$ cat src/rtl/dirctl_pkg.sv
package dirctl_pkg;
    typedef enum logic [1:0] {
        BS_SHARED    = 2'd0,
        BS_OWNED     = 2'd1,
        BS_WAIT_INV  = 2'd2,
        BS_WAIT_DATA = 2'd3
    } blk_state_e;

    typedef enum logic {
        FS_IDLE   = 1'b0,
        FS_FANOUT = 1'b1
    } seq_state_e;

    localparam logic       RQ_SHARED = 1'b0;
    localparam logic       RQ_EXCL   = 1'b1;

    localparam logic [1:0] RK_INVACK = 2'd0;
    localparam logic [1:0] RK_WBDATA = 2'd1;
    localparam logic [1:0] RK_FLDATA = 2'd2;

    localparam logic [2:0] OK_SHREP  = 3'd0;
    localparam logic [2:0] OK_EXREP  = 3'd1;
    localparam logic [2:0] OK_INVREQ = 3'd2;
    localparam logic [2:0] OK_WBREQ  = 3'd3;
    localparam logic [2:0] OK_FLREQ  = 3'd4;
endpackage

$ cat src/rtl/dir_lowbit.sv
module dir_lowbit #(
    parameter int N  = 4,
    parameter int IW = 2
) (
    input  logic [N-1:0]  mask,
    output logic [IW-1:0] idx
);
    always_comb begin
        idx = '0;
        for (int i = N - 1; i >= 0; i--) begin
            if (mask[i]) idx = IW'(i);
        end
    end
endmodule

$ cat src/rtl/dir_table.sv
module dir_table
    import dirctl_pkg::*;
#(
    parameter int NBLK  = 4,
    parameter int NSITE = 4,
    parameter int DW    = 16,
    parameter int AW    = 2,
    parameter int IW    = 2
) (
    input  logic             clk,
    input  logic             rst_n,
    input  logic [AW-1:0]    rd_a,
    output blk_state_e       st_a,
    output logic [NSITE-1:0] shr_a,
    output logic [IW-1:0]    own_a,
    output logic [DW-1:0]    dat_a,
    input  logic [AW-1:0]    rd_b,
    output blk_state_e       st_b,
    output logic [NSITE-1:0] shr_b,
    output logic [IW-1:0]    own_b,
    output logic [DW-1:0]    dat_b,
    input  logic             we,
    input  logic [AW-1:0]    wa,
    input  blk_state_e       w_st,
    input  logic [NSITE-1:0] w_shr,
    input  logic [IW-1:0]    w_own,
    input  logic [DW-1:0]    w_dat
);
    blk_state_e       st_all  [NBLK];
    logic [NSITE-1:0] shr_all [NBLK];
    logic [IW-1:0]    own_all [NBLK];
    logic [DW-1:0]    dat_all [NBLK];

    for (genvar g = 0; g < NBLK; g++) begin : g_ent
        blk_state_e       st_r;
        logic [NSITE-1:0] shr_r;
        logic [IW-1:0]    own_r;
        logic [DW-1:0]    dat_r;

        always_ff @(posedge clk or negedge rst_n) begin
            if (!rst_n) begin
                st_r  <= BS_SHARED;
                shr_r <= '0;
                own_r <= '0;
                dat_r <= '0;
            end else if (we && wa == AW'(g)) begin
                st_r  <= w_st;
                shr_r <= w_shr;
                own_r <= w_own;
                dat_r <= w_dat;
            end
        end

        assign st_all[g]  = st_r;
        assign shr_all[g] = shr_r;
        assign own_all[g] = own_r;
        assign dat_all[g] = dat_r;
    end

    assign st_a  = st_all[rd_a];
    assign shr_a = shr_all[rd_a];
    assign own_a = own_all[rd_a];
    assign dat_a = dat_all[rd_a];
    assign st_b  = st_all[rd_b];
    assign shr_b = shr_all[rd_b];
    assign own_b = own_all[rd_b];
    assign dat_b = dat_all[rd_b];
endmodule

$ cat src/rtl/dir_home_ctrl.sv
module dir_home_ctrl
    import dirctl_pkg::*;
#(
    parameter int NBLK  = 4,
    parameter int NSITE = 4,
    parameter int DW    = 16,
    localparam int AW   = $clog2(NBLK),
    localparam int IW   = $clog2(NSITE)
) (
    input  logic          clk,
    input  logic          rst_n,
    input  logic          req_valid,
    input  logic          req_kind,
    input  logic [IW-1:0] req_src,
    input  logic [AW-1:0] req_addr,
    output logic          req_pop,
    input  logic          rep_valid,
    input  logic [1:0]    rep_kind,
    input  logic [IW-1:0] rep_src,
    input  logic [AW-1:0] rep_addr,
    input  logic [DW-1:0] rep_data,
    output logic          rep_pop,
    output logic          out_valid,
    output logic [2:0]    out_kind,
    output logic [IW-1:0] out_dst,
    output logic [AW-1:0] out_addr,
    output logic [DW-1:0] out_data
);
    localparam logic [NSITE-1:0] ONE = {{(NSITE-1){1'b0}}, 1'b1};

    blk_state_e       st_a, st_b, w_st;
    logic [NSITE-1:0] shr_a, shr_b, w_shr;
    logic [IW-1:0]    own_a, own_b, w_own;
    logic [DW-1:0]    dat_a, dat_b, w_dat;
    logic             we;
    logic [AW-1:0]    wa;

    seq_state_e       fsm, fsm_n;
    logic [NSITE-1:0] fan_mask, fan_n;
    logic [AW-1:0]    fan_addr, fan_addr_n;

    logic             o_v_n;
    logic [2:0]       o_k_n;
    logic [IW-1:0]    o_dst_n;
    logic [AW-1:0]    o_addr_n;
    logic [DW-1:0]    o_dat_n;

    logic [NSITE-1:0] qbit, rbit, others, pick_mask, ack_left;
    logic [IW-1:0]    pick_idx;

    assign qbit      = ONE << req_src;
    assign rbit      = ONE << rep_src;
    assign others    = shr_a & ~qbit;
    assign ack_left  = shr_b & ~rbit;
    assign pick_mask = (fsm == FS_FANOUT) ? fan_mask : others;
    assign rep_pop   = rep_valid;

    dir_table #(
        .NBLK(NBLK), .NSITE(NSITE), .DW(DW), .AW(AW), .IW(IW)
    ) u_tab (
        .clk(clk), .rst_n(rst_n),
        .rd_a(req_addr), .st_a(st_a), .shr_a(shr_a), .own_a(own_a), .dat_a(dat_a),
        .rd_b(rep_addr), .st_b(st_b), .shr_b(shr_b), .own_b(own_b), .dat_b(dat_b),
        .we(we), .wa(wa), .w_st(w_st), .w_shr(w_shr), .w_own(w_own), .w_dat(w_dat)
    );

    dir_lowbit #(.N(NSITE), .IW(IW)) u_pick (
        .mask(pick_mask), .idx(pick_idx)
    );

    // sequencer state register
    always_ff @(posedge clk or negedge rst_n) begin
        if (!rst_n) begin
            fsm      <= FS_IDLE;
            fan_mask <= '0;
            fan_addr <= '0;
        end else begin
            fsm      <= fsm_n;
            fan_mask <= fan_n;
            fan_addr <= fan_addr_n;
        end
    end

    // next state, table update and outgoing message
    always_comb begin
        fsm_n      = fsm;
        fan_n      = fan_mask;
        fan_addr_n = fan_addr;
        req_pop    = 1'b0;
        we         = 1'b0;
        wa         = rep_addr;
        w_st       = st_b;
        w_shr      = shr_b;
        w_own      = own_b;
        w_dat      = dat_b;
        o_v_n      = 1'b0;
        o_k_n      = OK_SHREP;
        o_dst_n    = req_src;
        o_addr_n   = req_addr;
        o_dat_n    = '0;

        if (rep_valid) begin
            case (rep_kind)
                RK_INVACK: begin
                    if (st_b == BS_SHARED || st_b == BS_WAIT_INV) begin
                        we    = 1'b1;
                        w_shr = ack_left;
                        if (st_b == BS_WAIT_INV && ack_left == '0) w_st = BS_SHARED;
                    end
                end
                RK_WBDATA, RK_FLDATA: begin
                    if (st_b == BS_OWNED || st_b == BS_WAIT_DATA) begin
                        we    = 1'b1;
                        w_st  = BS_SHARED;
                        w_shr = (rep_kind == RK_WBDATA) ? rbit : '0;
                        w_dat = rep_data;
                    end
                end
                default: ;
            endcase
        end

        unique case (fsm)
            FS_FANOUT: begin
                o_v_n    = 1'b1;
                o_k_n    = OK_INVREQ;
                o_dst_n  = pick_idx;
                o_addr_n = fan_addr;
                fan_n    = fan_mask & ~(ONE << pick_idx);
                if (fan_n == '0) fsm_n = FS_IDLE;
            end
            FS_IDLE: begin
                if (req_valid && !rep_valid) begin
                    wa    = req_addr;
                    w_st  = st_a;
                    w_shr = shr_a;
                    w_own = own_a;
                    w_dat = dat_a;
                    unique case (st_a)
                        BS_SHARED: begin
                            if (req_kind == RQ_SHARED) begin
                                req_pop = 1'b1;
                                if ((shr_a & qbit) == '0) begin
                                    we      = 1'b1;
                                    w_shr   = shr_a | qbit;
                                    o_v_n   = 1'b1;
                                    o_k_n   = OK_SHREP;
                                    o_dat_n = dat_a;
                                end
                            end else if (others == '0) begin
                                req_pop = 1'b1;
                                we      = 1'b1;
                                w_st    = BS_OWNED;
                                w_own   = req_src;
                                w_shr   = '0;
                                o_v_n   = 1'b1;
                                o_k_n   = OK_EXREP;
                                o_dat_n = dat_a;
                            end else begin
                                we         = 1'b1;
                                w_st       = BS_WAIT_INV;
                                w_shr      = others;
                                o_v_n      = 1'b1;
                                o_k_n      = OK_INVREQ;
                                o_dst_n    = pick_idx;
                                fan_n      = others & ~(ONE << pick_idx);
                                fan_addr_n = req_addr;
                                if (fan_n != '0) fsm_n = FS_FANOUT;
                            end
                        end
                        BS_OWNED: begin
                            if (req_kind == RQ_EXCL && req_src == own_a) begin
                                req_pop = 1'b1;
                            end else begin
                                we      = 1'b1;
                                w_st    = BS_WAIT_DATA;
                                o_v_n   = 1'b1;
                                o_k_n   = (req_kind == RQ_EXCL) ? OK_FLREQ : OK_WBREQ;
                                o_dst_n = own_a;
                            end
                        end
                        BS_WAIT_INV, BS_WAIT_DATA: ;
                    endcase
                end
            end
        endcase
    end

    // registered outgoing message
    always_ff @(posedge clk or negedge rst_n) begin
        if (!rst_n) begin
            out_valid <= 1'b0;
            out_kind  <= OK_SHREP;
            out_dst   <= '0;
            out_addr  <= '0;
            out_data  <= '0;
        end else begin
            out_valid <= o_v_n;
            out_kind  <= o_k_n;
            out_dst   <= o_dst_n;
            out_addr  <= o_addr_n;
            out_data  <= o_dat_n;
        end
    end

    // grants follow a consumed request and go back to its sender
    a_r2_shared_grant: assert property (@(posedge clk) disable iff (!rst_n)
        (out_valid && out_kind == OK_SHREP) |->
            ($past(req_pop) && out_dst == $past(req_src) && out_addr == $past(req_addr)));

    a_r3_excl_grant: assert property (@(posedge clk) disable iff (!rst_n)
        (out_valid && out_kind == OK_EXREP) |->
            ($past(req_pop) && out_dst == $past(req_src) && out_addr == $past(req_addr)));

    // invalidates of one fan-out leave in ascending site order
    a_r5_inv_order: assert property (@(posedge clk) disable iff (!rst_n)
        (out_valid && out_kind == OK_INVREQ && $past(out_valid) &&
         $past(out_kind) == OK_INVREQ && out_addr == $past(out_addr)) |->
            (out_dst > $past(out_dst)));

    // forced owner requests leave the triggering request in its queue
    a_r7_forced_held: assert property (@(posedge clk) disable iff (!rst_n)
        (out_valid && (out_kind == OK_WBREQ || out_kind == OK_FLREQ)) |->
            $past(req_valid && !req_pop));

    // a request is never consumed in a cycle that carries a reply
    a_r12_reply_first: assert property (@(posedge clk) disable iff (!rst_n)
        rep_valid |-> !req_pop);
endmodule

$ cat config.mk
export PLATFORM = sky130hd
export DESIGN_NAME = dir_home_ctrl
export DESIGN_NICKNAME = d
export VERILOG_FILES = /design/src/rtl/dirctl_pkg.sv /design/src/rtl/dir_lowbit.sv /design/src/rtl/dir_table.sv /design/src/rtl/dir_home_ctrl.sv
export SDC_FILE = /design/constraint.sdc
export NUM_CORES = 1
export LEC_CHECK = 0
export ABC_AREA = 1
export BUFFER_PORTS_ARGS = -buffer_cell sky130_fd_sc_hd__buf_2
export CAP_MARGIN = 5
export CORE_ASPECT_RATIO = 1.75
export CORE_UTILIZATION = 53
export DETAILED_ROUTE_END_ITERATION = 7
export MAX_ROUTING_LAYER = met4
export PLACE_DENSITY = 0.72
export SKIP_LAST_GASP = 1
export SYNTH_ARGS = -nofsm -noshare
export SYNTH_HDL_FRONTEND = slang
export SYNTH_SLANG_ARGS = --single-unit
$ cat constraint.sdc
create_clock -name clk -period 2.4 [get_ports clk]
set_clock_uncertainty 0.05 [all_clocks]
set_input_delay 0.24 -clock clk [delete_from_list [all_inputs] [get_ports clk]]
set_output_delay 0.24 -clock clk [all_outputs]
set_load 0.1 [all_outputs]
==> flow_metrics.env <==
export IMPL_antenna_cells=0
export IMPL_numCtsBuffers=17
export IMPL_async_flop_share=1.00
export IMPL_cts_root_buf="clkbuf_16"
export IMPL_drv_slew=0
export IMPL_io_buffers=56
export IMPL_cp_max_fo=4
export IMPL_synth_flop_cell="dfrtp_1"
export IMPL_met2_usage=0.575
export IMPL_ir_worst_vdd_mv=0.590
export IMPL_synth_simple_gate_area_frac=0.342
export IMPL_synth_xor_area_frac=0.00233
export IMPL_num_vias=7879
export IMPL_cts_tree="done"
export IMPL_hold_class="in2reg"
export IMPL_via_per_inst=5.96
export IMPL_rr_startpoint="u_tab.g_ent[3].shr_r[0]$_DFFE_PN0P_"
export IMPL_antenna_found_initial=0
export IMPL_syn_avg_cell_area_sq_um=7.04
export IMPL_worstPathRequired_ns=2.11
export IMPL_worstHoldPathCells=3
export IMPL_synth_top_family_by_area="simple AND/OR/NAND/NOR gates"
export IMPL_ys_seq_elements=127
export IMPL_routed_wl_microns=24000
export IMPL_fin_crit_ns=2.32
export IMPL_outcome="finished, final reports clean"
export IMPL_clock_latency_ns=0.41
export IMPL_drive_gt1_frac=0.154
export IMPL_grt_max_degree=45
export IMPL_synth_edff_count=0
export IMPL_drc=0
export IMPL_dpl_worst_slack_ns=0.0765
export IMPL_drt_iter0_markers=689
export IMPL_ys_warnings_count=0
export IMPL_p_total_mw=9.53
export IMPL_dieArea_sq_um=14700
export IMPL_grt_pass1_vias=7640
export IMPL_clk_pin_slew_ns=0.06
export IMPL_setup_viol=0
export IMPL_hold_start="req_kind"
export IMPL_overflow=0
export IMPL_synthMuxAreaShare=0
export IMPL_synthCells=1067
export IMPL_finalHoldViolCount=0
export IMPL_synth_adder_area_share=0.00499
export IMPL_endpoint_kind="output pin"
export IMPL_power_density_nw_per_um2=1080
export IMPL_ant_nets=0
export IMPL_syn_area_sq_um=7520
export IMPL_cp_startpoint="u_tab.g_ent[0].shr_r[3]$_DFFE_PN0P_"
export IMPL_die_w_microns=92.0
export IMPL_critPathLaunchType="register"
export IMPL_grtUsageMet3=0.0444
export IMPL_mostFrequentLayoutCell="nand2_1"
export IMPL_seq_area_frac_synth=0.423
export IMPL_h_tree_depth=4
export IMPL_dr_pass1_iters=8
export IMPL_fmax_ghz=0.431
export IMPL_regArea_sq_um=3180
export IMPL_cap_violations=0
export IMPL_top_level_ports=57
export IMPL_busiest_layer="met2"
export IMPL_place_hpwl_microns=15400
export IMPL_start_util=0.543
export IMPL_finalCritPeriodShare=0.967
export IMPL_cts_buffer_depth=2
export IMPL_fin_setup_tns_ns=0
export IMPL_die_y_microns=160
export IMPL_synth_nets=1101
export IMPL_fin_ws_ns=0.0783
export IMPL_nets=1167
export IMPL_wl_per_cell_microns=18.2
export IMPL_cts_sinks=127
export IMPL_use_met1=0.412
export IMPL_core_area_sq_um=13800
export IMPL_ys_types=37
export IMPL_grt_util_all_layers=0.351
export IMPL_grt_pass1_wl_microns=38800
export IMPL_final_cell_mix="380 x nand2_1, 127 x dfrtp_1, 120 x nand3_1, 115 x o21ai_0, 78 x nor2_1"
export IMPL_row_count=57
export IMPL_gp_congestion=0.946
export IMPL_relSlewSlack=0.618
export IMPL_multiInputGateArea_sq_um=3810
export IMPL_synth_compound_area_frac=0.152
export IMPL_n_fill_cell=1270
export IMPL_p_leak_nw=4.50
export IMPL_reg2regPathDepth=13
export IMPL_area_delta_synth_final_pct=17.2
export IMPL_worstPathArrival_ns=2.03
export IMPL_path_class="reg2out"
export IMPL_tightest_slew_ns=0.567
-- per-stage QoR --
stage                     hold WS (ns)   util  instance area (sq um)  instances
after global placement           0.162  0.590                   8160       1288
after floorplan                 -0.106      -                   7520       1067
after detailed placement         0.157  0.590                   8160       1288
after CTS                       0.0845  0.634                   8770       1321
final                           0.0973  0.637                   8810       1323
after global routing            0.0930  0.637                   8810       1323
-- synth_stat cells, types with 2 or more instances --
master / instances / area share
nand2_1: 380 / 0.19
nor2_2: 13 / 0.011
o221ai_1: 16 / 0.019
nand4_1: 6 / 0.0050
ha_1: 3 / 0.0050
buf_1: 3 / 0.0015
xor2_1: 2 / 0.0023
buf_2: 17 / 0.011
nor2_1: 80 / 0.040
dfrtp_1: 127 / 0.42
clkinv_1: 2 / 0.0010
clkbuf_1: 29 / 0.014
nand2_2: 5 / 0.0042
buf_4: 9 / 0.0090
o21ai_1: 14 / 0.0093
o22ai_1: 2 / 0.0017
inv_1: 45 / 0.022
nand3_2: 2 / 0.0027
inv_2: 3 / 0.0015
a221o_1: 2 / 0.0027
a21oi_1: 28 / 0.019
buf_6: 9 / 0.013
o211ai_1: 20 / 0.020
o21ai_0: 115 / 0.077
nand3_1: 123 / 0.082
-- layer usage --
metal | routed length [microns] | part of all wire
met1 | 9030 | 0.38
met2 | 11900 | 0.50
met3 | 1830 | 0.076
met4 | 1250 | 0.052
met5 | 0 | 0
-- flip-flops by register name, summed over array words and instances, names as in the netlist --
| name | count |
|---|---|
| u_tab.g_ent.st_r | 8 |
| u_tab.g_ent.dat_r | 64 |
| fan_mask | 4 |
| out_kind | 3 |
| out_addr | 2 |
| fsm | 1 |
| out_valid | 1 |
| fan_addr | 2 |
| out_dst | 2 |
| out_data | 16 |
| u_tab.g_ent.shr_r | 16 |
| u_tab.g_ent.own_r | 8 |
-- logic make-up after synthesis --
family,after synthesis
XOR/XNOR,2
AND/OR/NAND/NOR,615
flip-flops,127
buffers and inverters,118
adder cells (fa/ha/maj),3
AO/OA/AOI/OAI,202
-- what timing repair did --
item / CTS / global route
hold buffers: 1 / 0
gates resized for setup: 1 / 5
pin swaps: 0 / 1
setup endpoints to repair: 1 / 1
setup buffers: 0 / 2
endpoints found under the hold margin: 27 / 0
-- critical path, cell delays in order, from the launching register on --
cell     delay, ns
dfrtp_1       0.43
nand2_1       0.10
nand3_2       0.12
nand3_4       0.14
nand2_1       0.10
nor3_4        0.25
nor2_2        0.10
nor2_4        0.18
buf_12        0.19
-- where the power goes --
part	switching [mW]	total (mW)	leakage (nW)	internal, mW
registers	0.670	3.65	1.66	2.98
clock network	1.03	2.60	0.289	1.58
logic	2.15	3.28	2.55	1.13
-- layout make-up --
cell class	count	area share
sequential	127	0.361
clock buffer	18	0.0498
clock inverter	14	0.0179
tap	177	0.0251
timing repair buffer	114	0.0920
inverter	51	0.0220
multi-input combinational	822	0.432
-- worst paths after layout --
path | endpoint | slack, ns
max | req_pop | 0.08
max reg2reg | u_tab.g_ent[0].st_r[1]$_DFFE_PN0P_ | 0.24
min in group asynchronous | u_tab.g_ent[2].shr_r[2]$_DFFE_PN0P_ | 0.25
min reg2reg | fan_addr[1]$_DFFE_PN0P_ | 0.44
min | out_kind[2]$_DFF_PN0_ | 0.1
max in group asynchronous | out_data[4]$_DFF_PN0_ | 1.29
(Power assumes the default switching activity.)
